$ cat config.mk
export PLATFORM = sky130hd
export DESIGN_NAME = stamp_cache
export DESIGN_NICKNAME = d
export VERILOG_FILES = /design/src/rtl/stamp_cache_pkg.sv /design/src/rtl/stamp_cache_addr.sv /design/src/rtl/stamp_cache_match.sv /design/src/rtl/stamp_cache_victim.sv /design/src/rtl/stamp_cache.sv
export SDC_FILE = /design/constraint.sdc
export NUM_CORES = 1
export LEC_CHECK = 0
export BUFFER_PORTS_ARGS = -buffer_cell sky130_fd_sc_hd__buf_2
export CAP_MARGIN = 10
export CORE_UTILIZATION = 63
export CTS_CLUSTER_SIZE = 16
export DETAILED_ROUTE_END_ITERATION = 7
export HOLD_SLACK_MARGIN = 0.06
export PLACE_DENSITY_LB_ADDON = 0.15
export SLEW_MARGIN = 20
export SYNTH_ARGS = -nofsm -noshare
export SYNTH_HDL_FRONTEND = slang
export SYNTH_SLANG_ARGS = --single-unit
$ cat constraint.sdc
create_clock -name clk -period 5.1 [get_ports clk]
set_clock_uncertainty 0.05 [all_clocks]
set_input_delay 1.02 -clock clk [delete_from_list [all_inputs] [get_ports clk]]
set_output_delay 1.02 -clock clk [all_outputs]
set_load 0.05 [all_outputs]
$ cat src/rtl/stamp_cache_pkg.sv
package stamp_cache_pkg;
   typedef enum logic [1:0] {
      ST_IDLE      = 2'd0,
      ST_FILL_REQ  = 2'd1,
      ST_FILL_DATA = 2'd2,
      ST_COMPLETE  = 2'd3
   } ctl_state_t;
endpackage

$ cat src/rtl/stamp_cache_addr.sv
// Splits a word address (byte bits below the word already removed) into
// tag, set index and word-within-line index.
module stamp_cache_addr #(
   parameter int ADDR_W   = 16,
   parameter int WB_W     = 1,
   parameter int OFF_W    = 3,
   parameter int IDX_BITS = 2,
   parameter int IDX_W    = 2,
   parameter int WIDX_W   = 2,
   parameter int TAG_W    = 11
) (
   input  logic [ADDR_W-1:WB_W] word_addr,
   output logic [TAG_W-1:0]     tag,
   output logic [IDX_W-1:0]     idx,
   output logic [WIDX_W-1:0]    widx
);
   assign tag = word_addr[ADDR_W-1 -: TAG_W];

   generate
      if (IDX_BITS > 0) begin : g_idx
         assign idx = word_addr[OFF_W +: IDX_W];
      end else begin : g_no_idx
         assign idx = '0;
      end
      if (OFF_W > WB_W) begin : g_widx
         assign widx = word_addr[WB_W +: WIDX_W];
      end else begin : g_no_widx
         assign widx = '0;
      end
   endgenerate
endmodule

$ cat src/rtl/stamp_cache_match.sv
// Compares a probe tag against every way of one set; only nonzero-stamp ways count.
module stamp_cache_match #(
   parameter int WAYS    = 2,
   parameter int TAG_W   = 11,
   parameter int STAMP_W = 16,
   parameter int WAY_W   = 1
) (
   input  logic [WAYS-1:0][TAG_W-1:0]   way_tags,
   input  logic [WAYS-1:0][STAMP_W-1:0] way_stamps,
   input  logic [TAG_W-1:0]             probe,
   output logic                         hit,
   output logic [WAY_W-1:0]             hit_way,
   output logic [WAYS-1:0]              match_vec
);
   generate
      for (genvar w = 0; w < WAYS; w++) begin : g_cmp
         assign match_vec[w] = (way_stamps[w] != '0) && (way_tags[w] == probe);
      end
   endgenerate

   always_comb begin
      hit     = |match_vec;
      hit_way = '0;
      for (int w = 0; w < WAYS; w++) begin
         if (match_vec[w]) hit_way = WAY_W'(w);
      end
   end
endmodule

$ cat src/rtl/stamp_cache_victim.sv
// Chooses the way to replace: lowest empty way, else smallest stamp.
module stamp_cache_victim #(
   parameter int WAYS    = 2,
   parameter int STAMP_W = 16,
   parameter int WAY_W   = 1
) (
   input  logic [WAYS-1:0][STAMP_W-1:0] way_stamps,
   output logic [WAY_W-1:0]             victim,
   output logic                         any_free
);
   logic [STAMP_W-1:0] oldest;
   logic [WAY_W-1:0]   oldest_way;
   logic [WAY_W-1:0]   free_way;

   always_comb begin
      any_free = 1'b0;
      free_way = '0;
      for (int w = 0; w < WAYS; w++) begin
         if (!any_free && way_stamps[w] == '0) begin
            any_free = 1'b1;
            free_way = WAY_W'(w);
         end
      end
   end

   always_comb begin
      oldest     = way_stamps[0];
      oldest_way = '0;
      for (int w = 1; w < WAYS; w++) begin
         if (way_stamps[w] < oldest) begin
            oldest     = way_stamps[w];
            oldest_way = WAY_W'(w);
         end
      end
   end

   assign victim = any_free ? free_way : oldest_way;
endmodule

$ cat src/rtl/stamp_cache.sv
module stamp_cache
   import stamp_cache_pkg::*;
#(
   parameter int ADDR_W     = 16,
   parameter int WORD_W     = 16,
   parameter int SETS       = 4,
   parameter int WAYS       = 2,
   parameter int LINE_BYTES = 8,
   parameter int STAMP_W    = 16,
   parameter int CNT_W      = 16
) (
   input  logic              clk,
   input  logic              rst_n,
   input  logic              req_valid,
   output logic              req_ready,
   input  logic              req_write,
   input  logic [ADDR_W-1:0] req_addr,
   input  logic [WORD_W-1:0] req_wdata,
   output logic              rsp_valid,
   output logic [WORD_W-1:0] rsp_rdata,
   output logic              fill_req_valid,
   input  logic              fill_req_ready,
   output logic [ADDR_W-1:0] fill_addr,
   input  logic              fill_beat_valid,
   input  logic [WORD_W-1:0] fill_beat_data,
   output logic [CNT_W-1:0]  hit_count,
   output logic [CNT_W-1:0]  miss_count
);
   localparam int WORD_BYTES = WORD_W / 8;
   localparam int WPL        = LINE_BYTES / WORD_BYTES;
   localparam int OFF_W      = $clog2(LINE_BYTES);
   localparam int WB_W       = $clog2(WORD_BYTES);
   localparam int IDX_BITS   = $clog2(SETS);
   localparam int IDX_W      = (SETS > 1) ? IDX_BITS : 1;
   localparam int WIDX_W     = (WPL > 1) ? $clog2(WPL) : 1;
   localparam int WAY_W      = (WAYS > 1) ? $clog2(WAYS) : 1;
   localparam int TAG_W      = ADDR_W - OFF_W - IDX_BITS;
   localparam logic [STAMP_W-1:0] STAMP_MAX = '1;

   // elaboration-time parameter checks
   initial begin : cfg_check
      assert (WORD_W >= 8 && WORD_W % 8 == 0 && (WORD_BYTES & (WORD_BYTES - 1)) == 0)
         else $error("WORD_W must be a power-of-two number of bytes");
      assert (LINE_BYTES >= WORD_BYTES && (LINE_BYTES & (LINE_BYTES - 1)) == 0)
         else $error("LINE_BYTES must be a power of two of at least one word");
      assert (SETS >= 1 && (SETS & (SETS - 1)) == 0)
         else $error("SETS must be a power of two");
      assert (WAYS >= 1) else $error("WAYS must be at least one");
      assert (TAG_W >= 1) else $error("address too narrow for this geometry");
      assert (STAMP_W >= 2 && CNT_W >= 1) else $error("counter widths too small");
   end

   // storage
   logic [TAG_W-1:0]   tag_q   [SETS][WAYS];
   logic [STAMP_W-1:0] stamp_q [SETS][WAYS];
   logic [WORD_W-1:0]  data_q  [SETS][WAYS][WPL];

   ctl_state_t         st_q;
   logic [STAMP_W-1:0] access_clk;

   // pending miss context
   logic [TAG_W-1:0]   p_tag;
   logic [IDX_W-1:0]   p_idx;
   logic [WIDX_W-1:0]  p_widx;
   logic [WAY_W-1:0]   p_way;
   logic               p_write;
   logic [WORD_W-1:0]  p_wdata;
   logic [STAMP_W-1:0] p_stamp;
   logic [ADDR_W-1:0]  p_base;
   logic [WIDX_W-1:0]  beat_cnt;
   logic               beat_last;

   // lookup
   logic [TAG_W-1:0]   r_tag;
   logic [IDX_W-1:0]   r_idx;
   logic [WIDX_W-1:0]  r_widx;
   logic [WAYS-1:0][TAG_W-1:0]   set_tags;
   logic [WAYS-1:0][STAMP_W-1:0] set_stamps;
   logic               lk_hit;
   logic [WAY_W-1:0]   lk_way;
   logic [WAYS-1:0]    lk_match;
   logic [WAY_W-1:0]   victim;
   logic               any_free;
   logic               accept;
   logic               take_beat;

   assign req_ready      = (st_q == ST_IDLE);
   assign accept         = req_valid && req_ready;
   assign fill_req_valid = (st_q == ST_FILL_REQ);
   assign fill_addr      = p_base;
   assign take_beat      = (st_q == ST_FILL_DATA) && fill_beat_valid;
   assign beat_last      = (beat_cnt == WIDX_W'(WPL - 1));

   stamp_cache_addr #(
      .ADDR_W(ADDR_W), .WB_W(WB_W), .OFF_W(OFF_W), .IDX_BITS(IDX_BITS),
      .IDX_W(IDX_W), .WIDX_W(WIDX_W), .TAG_W(TAG_W)
   ) u_addr (
      .word_addr(req_addr[ADDR_W-1:WB_W]),
      .tag      (r_tag),
      .idx      (r_idx),
      .widx     (r_widx)
   );

   always_comb begin
      for (int w = 0; w < WAYS; w++) begin
         set_tags[w]   = tag_q[r_idx][w];
         set_stamps[w] = stamp_q[r_idx][w];
      end
   end

   stamp_cache_match #(
      .WAYS(WAYS), .TAG_W(TAG_W), .STAMP_W(STAMP_W), .WAY_W(WAY_W)
   ) u_match (
      .way_tags  (set_tags),
      .way_stamps(set_stamps),
      .probe     (r_tag),
      .hit       (lk_hit),
      .hit_way   (lk_way),
      .match_vec (lk_match)
   );

   stamp_cache_victim #(
      .WAYS(WAYS), .STAMP_W(STAMP_W), .WAY_W(WAY_W)
   ) u_victim (
      .way_stamps(set_stamps),
      .victim    (victim),
      .any_free  (any_free)
   );

   // control, counters, stamps
   always_ff @(posedge clk or negedge rst_n) begin
      if (!rst_n) begin
         st_q       <= ST_IDLE;
         access_clk <= STAMP_W'(1);
         hit_count  <= '0;
         miss_count <= '0;
         beat_cnt   <= '0;
         for (int s = 0; s < SETS; s++)
            for (int w = 0; w < WAYS; w++)
               stamp_q[s][w] <= '0;
      end else begin
         if (accept) begin
            access_clk <= (access_clk == STAMP_MAX) ? STAMP_W'(1) : access_clk + 1'b1;
            if (lk_hit) begin
               hit_count              <= hit_count + 1'b1;
               stamp_q[r_idx][lk_way] <= access_clk;
            end else begin
               miss_count <= miss_count + 1'b1;
            end
         end
         if (take_beat) begin
            beat_cnt <= beat_last ? '0 : beat_cnt + 1'b1;
            if (beat_last) stamp_q[p_idx][p_way] <= p_stamp;
         end
         case (st_q)
            ST_IDLE:      if (accept && !lk_hit) st_q <= ST_FILL_REQ;
            ST_FILL_REQ:  if (fill_req_ready) st_q <= ST_FILL_DATA;
            ST_FILL_DATA: if (take_beat && beat_last) st_q <= ST_COMPLETE;
            default:      st_q <= ST_IDLE;
         endcase
      end
   end

   // response
   always_ff @(posedge clk or negedge rst_n) begin
      if (!rst_n) begin
         rsp_valid <= 1'b0;
         rsp_rdata <= '0;
      end else begin
         rsp_valid <= (accept && lk_hit) || (st_q == ST_COMPLETE);
         if (accept && lk_hit)
            rsp_rdata <= req_write ? req_wdata : data_q[r_idx][lk_way][r_widx];
         else if (st_q == ST_COMPLETE)
            rsp_rdata <= p_write ? p_wdata : data_q[p_idx][p_way][p_widx];
      end
   end

   // miss context and line contents (no reset needed: guarded by stamps)
   always_ff @(posedge clk) begin
      if (accept && !lk_hit) begin
         p_tag   <= r_tag;
         p_idx   <= r_idx;
         p_widx  <= r_widx;
         p_way   <= victim;
         p_write <= req_write;
         p_wdata <= req_wdata;
         p_stamp <= access_clk;
         p_base  <= {req_addr[ADDR_W-1:OFF_W], OFF_W'(0)};
      end
      if (accept && lk_hit && req_write)
         data_q[r_idx][lk_way][r_widx] <= req_wdata;
      if (take_beat) begin
         data_q[p_idx][p_way][beat_cnt] <= fill_beat_data;
         if (beat_last) tag_q[p_idx][p_way] <= p_tag;
      end
      if (st_q == ST_COMPLETE && p_write)
         data_q[p_idx][p_way][p_widx] <= p_wdata;
   end

   // ---------------- assertions ----------------
   generate
      if (WB_W > 0) begin : g_align_chk
         p_aligned_req_r2: assert property (@(posedge clk) disable iff (!rst_n)
            (req_valid && req_ready) |-> (req_addr[WB_W-1:0] == '0));
      end
   endgenerate

   p_hit_resp_r3: assert property (@(posedge clk) disable iff (!rst_n)
      (accept && lk_hit) |=> rsp_valid);

   p_fill_aligned_r4: assert property (@(posedge clk) disable iff (!rst_n)
      fill_req_valid |-> (fill_addr[OFF_W-1:0] == '0));

   p_miss_busy_r5: assert property (@(posedge clk) disable iff (!rst_n)
      (accept && !lk_hit) |=> (fill_req_valid && !req_ready && !rsp_valid));

   p_free_first_r6: assert property (@(posedge clk) disable iff (!rst_n)
      (accept && !lk_hit && any_free) |-> (set_stamps[victim] == '0));

   p_single_match_r6: assert property (@(posedge clk) disable iff (!rst_n)
      req_valid |-> $onehot0(lk_match));

   p_clock_nonzero_r7: assert property (@(posedge clk) disable iff (!rst_n)
      access_clk != '0);

   p_filled_valid_r7: assert property (@(posedge clk) disable iff (!rst_n)
      (st_q == ST_COMPLETE) |-> (stamp_q[p_idx][p_way] != '0));

   p_one_count_r10: assert property (@(posedge clk) disable iff (!rst_n)
      1'b1 |=> !((hit_count != $past(hit_count)) && (miss_count != $past(miss_count))));
endmodule

# Word-level counts from Yosys, hierarchy flattened
# Memory sizes are Yosys's and may differ from the RTL's. A register that Yosys moved wholly into a read port is not among the register bits.
# Cells that the tools add are included.
[op_classes] n_eq_ne=10 add_sub_neg=4 magnitude_cmp=15 n_mux=200 bitwise_logic=136 n_reduce_logical=31
[op_table] cell="two-way mux 128 bit" n=9
[op_table] cell="two-way mux 64 bit" n=9
[op_table] cell="bitwise mux 128 bit" n=2
[op_table] cell="two-way mux 16 bit" n=14
[op_table] cell="demux 64 bit (select 1 bit)" n=3
[op_table] cell="two-way mux 1 bit" n=139
[op_table] cell="demux 32 bit (select 2 bit)" n=2
[op_table] cell="two-way mux 32 bit" n=4
[op_table] cell="bitwise OR 1 bit" n=128
[op_table] cell="OR reduction 128 bit" n=1
[op_table] cell="demux 16 bit (select 2 bit)" n=3
[op_table] cell="binary-select mux 16 bit (select 2 bit)" n=2
[op_table] cell="binary-select mux 32 bit (select 2 bit)" n=1
[op_table] cell="adder 16 x 1 -> 16 bit (second input constant)" n=3
[op_table] cell="demux 16 bit (select 1 bit)" n=2
[op_table] cell="zero test 16 bit" n=2
[op_table] cell="nonzero test 16 bit" n=2
[op_table] cell="== test 11 bit" n=2
[op_table] cell="two-way mux 22 bit" n=1
[op_table] cell="logical AND 1 bit" n=17
[op_table] cell="== test 16 bit (second input constant)" n=1
[op_table] cell="less-than comparator 16 bit" n=1
[op_table] cell=">= comparator 3 bit (second input constant)" n=5
[op_table] cell="less-than comparator 3 x 1 -> 1 bit (second input constant)" n=5
[op_table] cell="other kinds (20)" n=38
[word_totals] memories=2 inputBits=54 wordCells=421 ram_bits=600 out_inout_bits=67 ff_bits=259
[memory_table] memory="data_q" words=4 word_bits=128 read_ports=2 rd_clocked_by_memory_dff=1 write_ports=1 line="stamp_cache.sv:56" source="logic [WORD_W-1:0] data_q [SETS][WAYS][WPL];"
[memory_table] memory="tag_q" words=4 word_bits=22 read_ports=1 rd_clocked_by_memory_dff=0 write_ports=1 line="stamp_cache.sv:54" source="logic [TAG_W-1:0] tag_q [SETS][WAYS];"

# Depth between registers and ports, before layout
# Gate-level depths: netlist of run 1.
[depth] ltp_word=20 depth_mapped=13 mapped_depth_nobuf=10

# By module
# Synthesis of run 1 repeated with hierarchy kept, for this count alone.
[hier_totals] cells_unflattened=3024 hier_area_um2=42340.6
[by_module_without_submodules] module="stamp_cache" area_per_inst_um2=41423.5 cells_per_inst=2901 n_inst=1 seq_area_each_um2=24850.1
[by_module_without_submodules] module="stamp_cache_victim" area_per_inst_um2=457.9 cells_per_inst=65 n_inst=1 seq_area_each_um2=0.0
[by_module_without_submodules] module="stamp_cache_match" area_per_inst_um2=346.6 cells_per_inst=43 n_inst=1 seq_area_each_um2=0.0
[by_module_without_submodules] module="stamp_cache_addr" area_per_inst_um2=112.6 cells_per_inst=15 n_inst=1 seq_area_each_um2=0.0

# Least setup slack after synthesis of run 1
# OpenSTA, ideal clock, no wires.
[synth_path] path_type="input port to flip-flop" from="input port req_addr[4]" to="register miss_count[1]" slack_ns=0.154 arrival_time_ns=4.771 n_path_buf=4 required_ns=4.925 cell_stages=11 setup_ns=0.125 path_cell_list="buf_4 buf_2 clkbuf_1 mux4_2 nor4_1 nand4_1 nor4b_2 or2_1 buf_2 nor2_2 mux2_2"
[synth_between] elab_chain_cells=9 elab_cells_between_ends=14 cone_classes="2 x eq/ne; 3 x mux; 2 x bitwise; 6 x reduce/logical; 1 x memory"
[synth_rtl] element="start: declaration" line="stamp_cache.sv:17" source="input logic [ADDR_W-1:0] req_addr,"
[synth_rtl] element="NOT 2 -> 3 bit (implied by the code)" line="stamp_cache.sv:107" source="set_stamps[w] = stamp_q[r_idx][w];"
[synth_rtl] element="binary-select mux 32 bit (select 2 bit)" line="stamp_cache.sv:107"
[synth_rtl] element="two-way mux 32 bit (implied by the code) (2 in a row)" line="stamp_cache.sv:107"
[synth_rtl] element="nonzero test 16 bit" line="stamp_cache_match.sv:17" source="assign match_vec[w] = (way_stamps[w] != '0) && (way_tags[w] == probe);"
[synth_rtl] element="logical AND 1 bit" line="stamp_cache_match.sv:17"
[synth_rtl] element="OR reduction 2 bit (*)" line="stamp_cache_match.sv:22" source="hit = |match_vec;"
[synth_rtl] element="NOT 1 bit (no source line) (*)"
[synth_rtl] element="AND reduction 2 bit (no source line) (*)"
[synth_rtl] element="end signal: assignment" line="stamp_cache.sv:148" source="miss_count <= miss_count + 1'b1;"
[synth_rtl] element="end: declaration" line="stamp_cache.sv:27" source="output logic [CNT_W-1:0] miss_count"
# Mark *: on every way between the ends. The rest lies on a longest branch, timed or not. The select of a mux whose other input is x is not followed.
# A chain may end at the register's enable or synchronous reset.

# Worst setup path after layout of run 1
[layout_path] from="input port req_addr[3]" to="memory data_q[3][67] in the netlist's numbering (enable)"
[layout_between] elab_chain_cells=14 elab_cells_between_ends=25 cone_classes="2 x order compare; 2 x eq/ne; 10 x mux; 2 x bitwise; 8 x reduce/logical; 1 x memory"
[layout_rtl] element="NOT 2 -> 3 bit (implied by the code)" line="stamp_cache.sv:107"
[layout_rtl] element="binary-select mux 32 bit (select 2 bit)" line="stamp_cache.sv:107"
[layout_rtl] element="two-way mux 32 bit (implied by the code) (2 in a row)" line="stamp_cache.sv:107"
[layout_rtl] element="nonzero test 16 bit" line="stamp_cache_match.sv:17"
[layout_rtl] element="logical AND 1 bit" line="stamp_cache_match.sv:17"
[layout_rtl] element="two-way mux 1 bit" line="stamp_cache_match.sv:25" source="if (match_vec[w]) hit_way = WAY_W'(w);"
[layout_rtl] element="NOT 1 -> 2 bit (implied by the code)" line="stamp_cache.sv:191" source="data_q[r_idx][lk_way][r_widx] <= req_wdata;"
[layout_rtl] element=">= comparator 2 bit (implied by the code) or less-than comparator 2 x 1 -> 1 bit (tied branches)" line="stamp_cache.sv:191"
[layout_rtl] element="logical AND 1 bit (implied by the code)" line="stamp_cache.sv:191"
[layout_rtl] element="two-way mux 64 bit (implied by the code)" line="stamp_cache.sv:191"
[layout_rtl] element="demux 64 bit (select 1 bit)" line="stamp_cache.sv:191"
[layout_rtl] element="two-way mux 128 bit (implied by the code)" line="stamp_cache.sv:191"
[layout_rtl] element="two-way mux 128 bit (no source line)"
[layout_rtl] element="end: declaration" line="stamp_cache.sv:56"
# Several ways; a longest one is shown, not always the timed one. The select of a mux whose other input is x is not followed.

==> results of run 1 <==
-- registers in the layout, summed over array words and instances, names as in the netlist, 2 cells and up, named ones only --
register    count
data_q        512
stamp_q       128
tag_q          88
access_clk     16
hit_count      16
miss_count     16
p_stamp        16
p_wdata        16
rsp_rdata      16
p_tag          11
beat_cnt        2
p_widx          2
st_q            2
-- cell usage in the layout, fill, tap and decap left out, types with 16 or more instances in the layout --
cell / Yosys / routed
edfxtp_1: 649 / 649
buf_12: 1 / 39
a31oi_1: 131 / 131
buf_2: 35 / 113
clkbuf_1: 131 / 28
nand2_1: 466 / 466
mux2i_1: 175 / 175
xor2_1: 19 / 19
nor2_1: 87 / 58
nand4_1: 19 / 19
inv_1: 33 / 33
nor2_2: 1 / 29
nand3_1: 30 / 29
o21ai_0: 150 / 150
clkbuf_16: 0 / 87
a22oi_1: 32 / 32
buf_4: 12 / 89
ha_1: 26 / 26
mux4_2: 330 / 330
a21oi_1: 26 / 26
clkinv_2: 0 / 16
dfrtp_1: 196 / 196
xnor2_1: 45 / 45
-- final cells by class --
| type | instances | area, um2 | area share, % |
|---|---|---|---|
| sequential | 848 | 24500 | 52.5 |
| multi-input combinational | 1725 | 16200 | 34.7 |
| clock buffer | 124 | 2410 | 5.16 |
| timing repair buffer | 244 | 2060 | 4.41 |
| tap | 864 | 1080 | 2.32 |
| clock inverter | 34 | 299 | 0.641 |
| inverter | 33 | 124 | 0.266 |
| antenna | 11 | 27.5 | 0.0590 |
-- per-layer routing --
layer	vias to the layer above	global-route usage, %	routed length (um)
met5	-	0	0
met4	0	21.9	8260
met3	502	11.7	18600
met2	2369	59.4	59800
met1	14100	51.2	42300
li1	11300	-	-
-- final timing paths --
kind	start	to	slack [ns]	depth (start not counted)
max	req_addr[3]	data_q[3][67]$_DFFE_PP_	0.83	10
min	miss_count[15]$_DFFE_PN0P_	miss_count[15]$_DFFE_PN0P_	0.42	1
max reg2reg	stamp_q[1]$_DFF_PN0_	data_q[3][67]$_DFFE_PP_	1.31	8
min reg2reg	miss_count[15]$_DFFE_PN0P_	miss_count[15]$_DFFE_PN0P_	0.42	1
max in group asynchronous	rst_n	hit_count[13]$_DFFE_PN0P_	3.42	2
min in group asynchronous	rst_n	stamp_q[25]$_DFF_PN0_	0.50	1
-- power groups by stage --
stage	Combinational, mW	Clock [mW]	Sequential, mW
after floorplan	3.21	0	9.13
after global placement	4.83	0	9.12
after detailed placement	4.97	0	9.17
after CTS	5.00	6.18	9.03
after global routing	5.32	6.45	9.10
final	5.10	6.16	9.06
-- worst max-delay path: cells and delay by family --
| kind | cells | cell delay [ns] |
|---|---|---|
| buf+inv | 3 | 0.76 |
| compound gates | 1 | 0.64 |
| mux | 1 | 0.62 |
| simple gates | 5 | 1.54 |
-- logic make-up after synthesis --
group / synth area share [%]
adder cells (fa/ha/maj): 0.779
flip-flops: 58.6
multiplexers: 23.5
AO/OA/AOI/OAI: 5.41
other: 0.00898
XOR/XNOR: 1.34
AND/OR/NAND/NOR: 7.31
buffers and inverters: 3.05
-- metrics by stage --
| step | power, mW | worst slack (ns) | cell area [um2] | instances |
|---|---|---|---|---|
| after global placement | 13.9 | 0.320 | 43900 | 3714 |
| after detailed placement | 14.1 | 0.246 | 43900 | 3714 |
| after global routing | 20.9 | 0.828 | 46600 | 3883 |
| final | 20.3 | 0.827 | 46600 | 3883 |
| after CTS | 20.2 | 0.893 | 46600 | 3872 |
| after floorplan | 12.3 | 0.154 | 41800 | 2864 |
==> reports/qor.csv, run 1 <==
stage,metric,value,unit
status,run status,"complete, no violations",
yosys,synth warn,0,
yosys,Post-synth EDFFs,649,
sta,Hold WS,0.423,ns
power_and_ir_drop,Gate power share,25.1,%
grt,GRT Resource Usage Total,39.2,%
yosys,Post-Syn Area,0.0417,mm2
route,WL final,129,mm
sta,"Hold Vio Cnt, Final",0,
yosys,register area share after synthesis,58.6,%
clocking,post-CTS setup buffer count,0,
yosys,Most used DFF post-synth,edfxtp_1,
placed_design,routability cong.,0.927,
worst_setup_path,CP Launch Type,input port,
sta,unrepaired setup endpoints after global routing,false,
power_and_ir_drop,sequential power share,44.6,%
clocking,Clock Pin Slew Worst Setup and Hold Paths,0.06,ns
sta,worst-margin pin slew,1.23,ns
route,routed len/inst,33.2,um
yosys,Unique masters post-synth,65,
cells_and_area,Final Util,71.0,%
clocking,root buffer cell,clkbuf_16,
worst_setup_path,largest fanout on the critical path,23,
grt,first-pass GRT wire length,187,mm
placed_design,HPWL Detailed,79.3,mm
floorplan,Total Die Area,0.0673,mm2
yosys,Synth area leader,edfxtp_1,
floorplan,Initial Utilization,63.6,%
power_and_ir_drop,switching pwr,6.50,mW
floorplan,Die Width,259,um
cells_and_area,share of cells above drive strength 1,25.4,%
yosys,Synth top area share,46.7,%
min_path,Min-Delay Path Class,reg -> reg,
sta,sum of negative setup slack,0,ns
power_and_ir_drop,switching share of total power,32.0,%
route,DR vias,28200,
clocking,Clock Sinks,848,
cells_and_area,Final nets,3018,
yosys,Post-synth ARST share,23.2,%
sta,max-slew violations,0,
sta,slew margin rel.,17.5,%
clocking,# hold bufs at CTS,0,
clocking,CTS tree,built,
placed_design,Port Buffers,116,
power_and_ir_drop,leak pwr,17.3,nW
route,first-pass detailed-route iteration total,6,
worst_setup_path,"Critical Path, Cell by Cell","buf_8, buf_12, mux4_1, nor4_1, and4_1, nor4_4, nor2b_1, a31oi_1, nor2_2, buf_12",
sta,final setup vio count,0,
clocking,post-cts sizing count,0,
yosys,cell count after synthesis,2862,
power_and_ir_drop,PwrDens,436,mW/mm2
worst_setup_path,Max stage delay on crit path,0.64,ns
grt,number of global-route vias before repair,28100,
power_and_ir_drop,Clk pwr share,30.3,%
yosys,synth cell count leaders,"edfxtp_1, nand2_1, mux4_2",
clocking,Clock Path Buffers,3,
yosys,syn_area_per_cell,14.6,um2
cells_and_area,Area growth syn-to-layout,11.7,%
yosys,top post-synthesis cells by area,"edfxtp_1, mux4_2, dfrtp_1",
power_and_ir_drop,Max VDD drop,412,uV
worst_setup_path,"slowest stage cell, crit path",a31oi_1,
clocking,CTS buffer count,86,
sta,Final period util,83.8,%
worst_setup_path,crit end category,flop,
grt,initial antenna violation count,12,
route,First DRT Iteration DRCs,4309,
job,MaxCap Viol Count,0,
cells_and_area,fill count,4255,
yosys,most numerous cell in the Yosys netlist,edfxtp_1,
route,Post-DRT Antenna Nets,0,
sta,fin crit period,4.27,ns
worst_setup_path,WS Path Type,in -> reg,
floorplan,DIE HEIGHT,259,um
power_and_ir_drop,total internal power,13.8,mW
yosys,synthesized flop and latch total,848,
sta,highest clock rate,0.234,GHz
worst_setup_path,"Data arrival, critical path",4.63,ns
floorplan,Row Count,94,
grt,largest net degree at the start of global routing,145,
worst_setup_path,CP most frequent cell,buf_12,
worst_setup_path,WP data required,5.45,ns
route,DR DRC count,0,
clocking,"Clk Latency, worst-skew pair",0.65,ns
grt,total grt overflow,0,
route,average vias per placed instance,7.27,
floorplan,Ports,121,
clocking,H-tree depth,3,
floorplan,core box area,0.0656,mm2
Power figures use the tool's default switching activity.
==> run 2, diff against run 1 <==
- clock period: 5.1 -> 4.25 ns (I/O delays scaled with it)
==> run 2 against run 1 <==
Non-clock buffer count grew 27; clock-buffer cell count shrank 10; sequential cell count is the same; sequential power grew 20%; routed wire length shrank 5.6%; power grew 24%; final cell count grew 0.75%; global-route usage shrank 2.3 points; via count shrank 1.6%; cell area grew 0.63%; critical endpoint is now data_q[1][56]$_DFFE_PP_.
==> reports/qor.csv, run 2 (same netlist as run 1, synthesis figures left out) <==
stage,metric,value,unit,change
worst_setup_path,largest fanout on the critical path,27,,+17%
floorplan,Die Width,259,um,unchanged
placed_design,HPWL Detailed,81.5,mm,+2.8%
status,run status,"complete, no violations",,
sta,final setup vio count,0,,unchanged
power_and_ir_drop,Max VDD drop,504,uV,+22%
route,DR vias,27800,,-1.6%
worst_setup_path,CP most frequent cell,buf_4,,
route,DR DRC count,0,,unchanged
sta,slew margin rel.,21.1,%,+3.6 points
cells_and_area,Area growth syn-to-layout,12.4,%,
cells_and_area,"Most flops, register",data_q,,
placed_design,Port Buffers,116,,unchanged
grt,number of global-route vias before repair,27700,,-1.3%
grt,first-pass GRT wire length,180,mm,-4.1%
cells_and_area,fill count,4202,,-1.2%
sta,unrepaired setup endpoints after global routing,false,,
grt,largest net degree at the start of global routing,145,,unchanged
worst_setup_path,CP Launch Type,input port,,
floorplan,Total Die Area,0.0673,mm2,unchanged
worst_setup_path,"Data arrival, critical path",4.38,ns,-0.25 ns
sta,"Hold Vio Cnt, Final",0,,unchanged
cells_and_area,"most common cell after layout, fill and taps aside",edfxtp_1,,
placed_design,Post-Place Cells,3741,,+0.73%
power_and_ir_drop,power consumption,25.2,mW,+24%
clocking,CTS tree,built,,
clocking,"Clk Latency, worst-skew pair",0.66,ns,about the same
clocking,H-tree depth,3,,unchanged
sta,highest clock rate,0.241,GHz,
floorplan,Ports,121,,unchanged
cells_and_area,most frequent cells in the layout,"edfxtp_1, nand2_1, mux4_2",,
worst_setup_path,WS Path Type,in -> reg,,
floorplan,Row Count,94,,unchanged
route,average vias per placed instance,7.10,,-2.3%
sta,max-slew violations,0,,unchanged
worst_setup_path,"Critical Path, Cell by Cell","buf_8, buf_4, mux4_2, nor4_1, nand4_1, buf_4, nor4b_4, buf_4, a221oi_1, nor2_2",,
clocking,Clock Sinks,848,,unchanged
worst_setup_path,"slowest stage cell, crit path",a221oi_1,,
placed_design,dpl ws,-0.674,ns,-0.920 ns
placed_design,Placed Area,0.0439,mm2,about the same
min_path,Min-Delay Path Class,in -> async,,
sta,Final period util,97.6,%,
sta,fin crit period,4.15,ns,
cells_and_area,Regs by FF count,"data_q (512), stamp_q (128), tag_q (88)",,
clocking,root buffer cell,clkbuf_16,,
grt,GRT Resource Usage Total,36.9,%,-2.3 points
sta,Hold WS,0.240,ns,-0.183 ns
grt,total grt overflow,0,,unchanged
worst_setup_path,crit end category,flop,,
route,Post-DRT Antenna Nets,0,,unchanged
cells_and_area,Final nets,3045,,+0.89%
power_and_ir_drop,PwrDens,536,mW/mm2,+23%
route,WL final,122,mm,-5.6%
floorplan,Initial Utilization,63.6,%,unchanged
sta,worst-margin pin slew,1.18,ns,-0.0520 ns
cells_and_area,share of cells above drive strength 1,26.6,%,+1.2 points
worst_setup_path,WP data required,4.48,ns,-0.97 ns
route,first-pass detailed-route iteration total,6,,unchanged
cells_and_area,Final Non-Filler Cells,3912,,+0.75%
clocking,post-CTS setup buffer count,0,,unchanged
cells_and_area,max reg flops,512,,unchanged
clocking,Clock Pin Slew Worst Setup and Hold Paths,0.06,ns,about the same
sta,slack of the critical path,0.104,ns,-0.723 ns
route,First DRT Iteration DRCs,3943,,-8.5%
clocking,CTS buffer count,86,,unchanged
cells_and_area,Final Util,71.5,%,+0.45 points
route,routed len/inst,31.1,um,-6.3%
worst_setup_path,Max stage delay on crit path,0.76,ns,+0.12 ns
cells_and_area,post-route design area,0.0469,mm2,+0.63%
job,MaxCap Viol Count,0,,unchanged
sta,sum of negative setup slack,0,ns,unchanged
placed_design,routability cong.,1.02,,+10%
clocking,Clock Path Buffers,3,,unchanged
floorplan,DIE HEIGHT,259,um,unchanged
power_and_ir_drop,leak pwr,17.6,nW,+1.4%
floorplan,core box area,0.0656,mm2,unchanged
clocking,# hold bufs at CTS,0,,unchanged
grt,initial antenna violation count,15,,+3
[run 2: final timing paths]
| path | startpoint | endpoint | slack [ns] | cells past startpoint |
|---|---|---|---|---|
| min | rst_n | stamp_q[78]$_DFF_PN0_ | 0.24 | 1 |
| min reg2reg | miss_count[15]$_DFFE_PN0P_ | miss_count[15]$_DFFE_PN0P_ | 0.41 | 1 |
| max in group asynchronous | rst_n | access_clk[0]$_DFFE_PN1P_ | 3.00 | 2 |
| max reg2reg | stamp_q[13]$_DFF_PN0_ | data_q[1][56]$_DFFE_PP_ | 0.45 | 9 |
| min in group clk | req_wdata[8] | p_wdata[8]$_DFFE_PP_ | 0.35 | 1 |
| max | req_addr[3] | data_q[1][56]$_DFFE_PP_ | 0.10 | 10 |
[run 2: worst max-delay path: cells and delay by family]
kind | cells | cell delay (ns)
compound gates | 1 | 0.76
buf+inv | 4 | 1.07
mux | 1 | 0.62
simple gates | 4 | 1.02
[run 2: timing repair]
item | in CTS | in global routing
gates resized for setup | 1 | 1
pin swaps | 0 | 0
endpoints found under the setup margin | 24 | 48
[run 2: report_power, final]
group          switching [mW]  internal [mW]  total (mW)
logic                    4.00           2.34        6.34
clock network            3.30           4.65        7.96
registers               0.718           10.2        10.9
[run 2: layer usage]
layer,vias to the layer above,global-route usage (%),share of wire (%)
li1,11300,-,-
met1,14100,49.3,35
met2,1956,57.5,48
met3,424,8.43,12
met4,10,18.5,5.5
met5,-,0,0.046
[run 2: area by class of cell]
type | instances | area, um2 | area share [%]
clock inverter | 47 | 569 | 1.21
timing repair buffer | 271 | 2070 | 4.42
tap | 864 | 1080 | 2.30
inverter | 33 | 124 | 0.264
sequential | 848 | 24500 | 52.2
clock buffer | 114 | 2390 | 5.10
multi-input combinational | 1725 | 16200 | 34.5
antenna | 10 | 25.0 | 0.0533
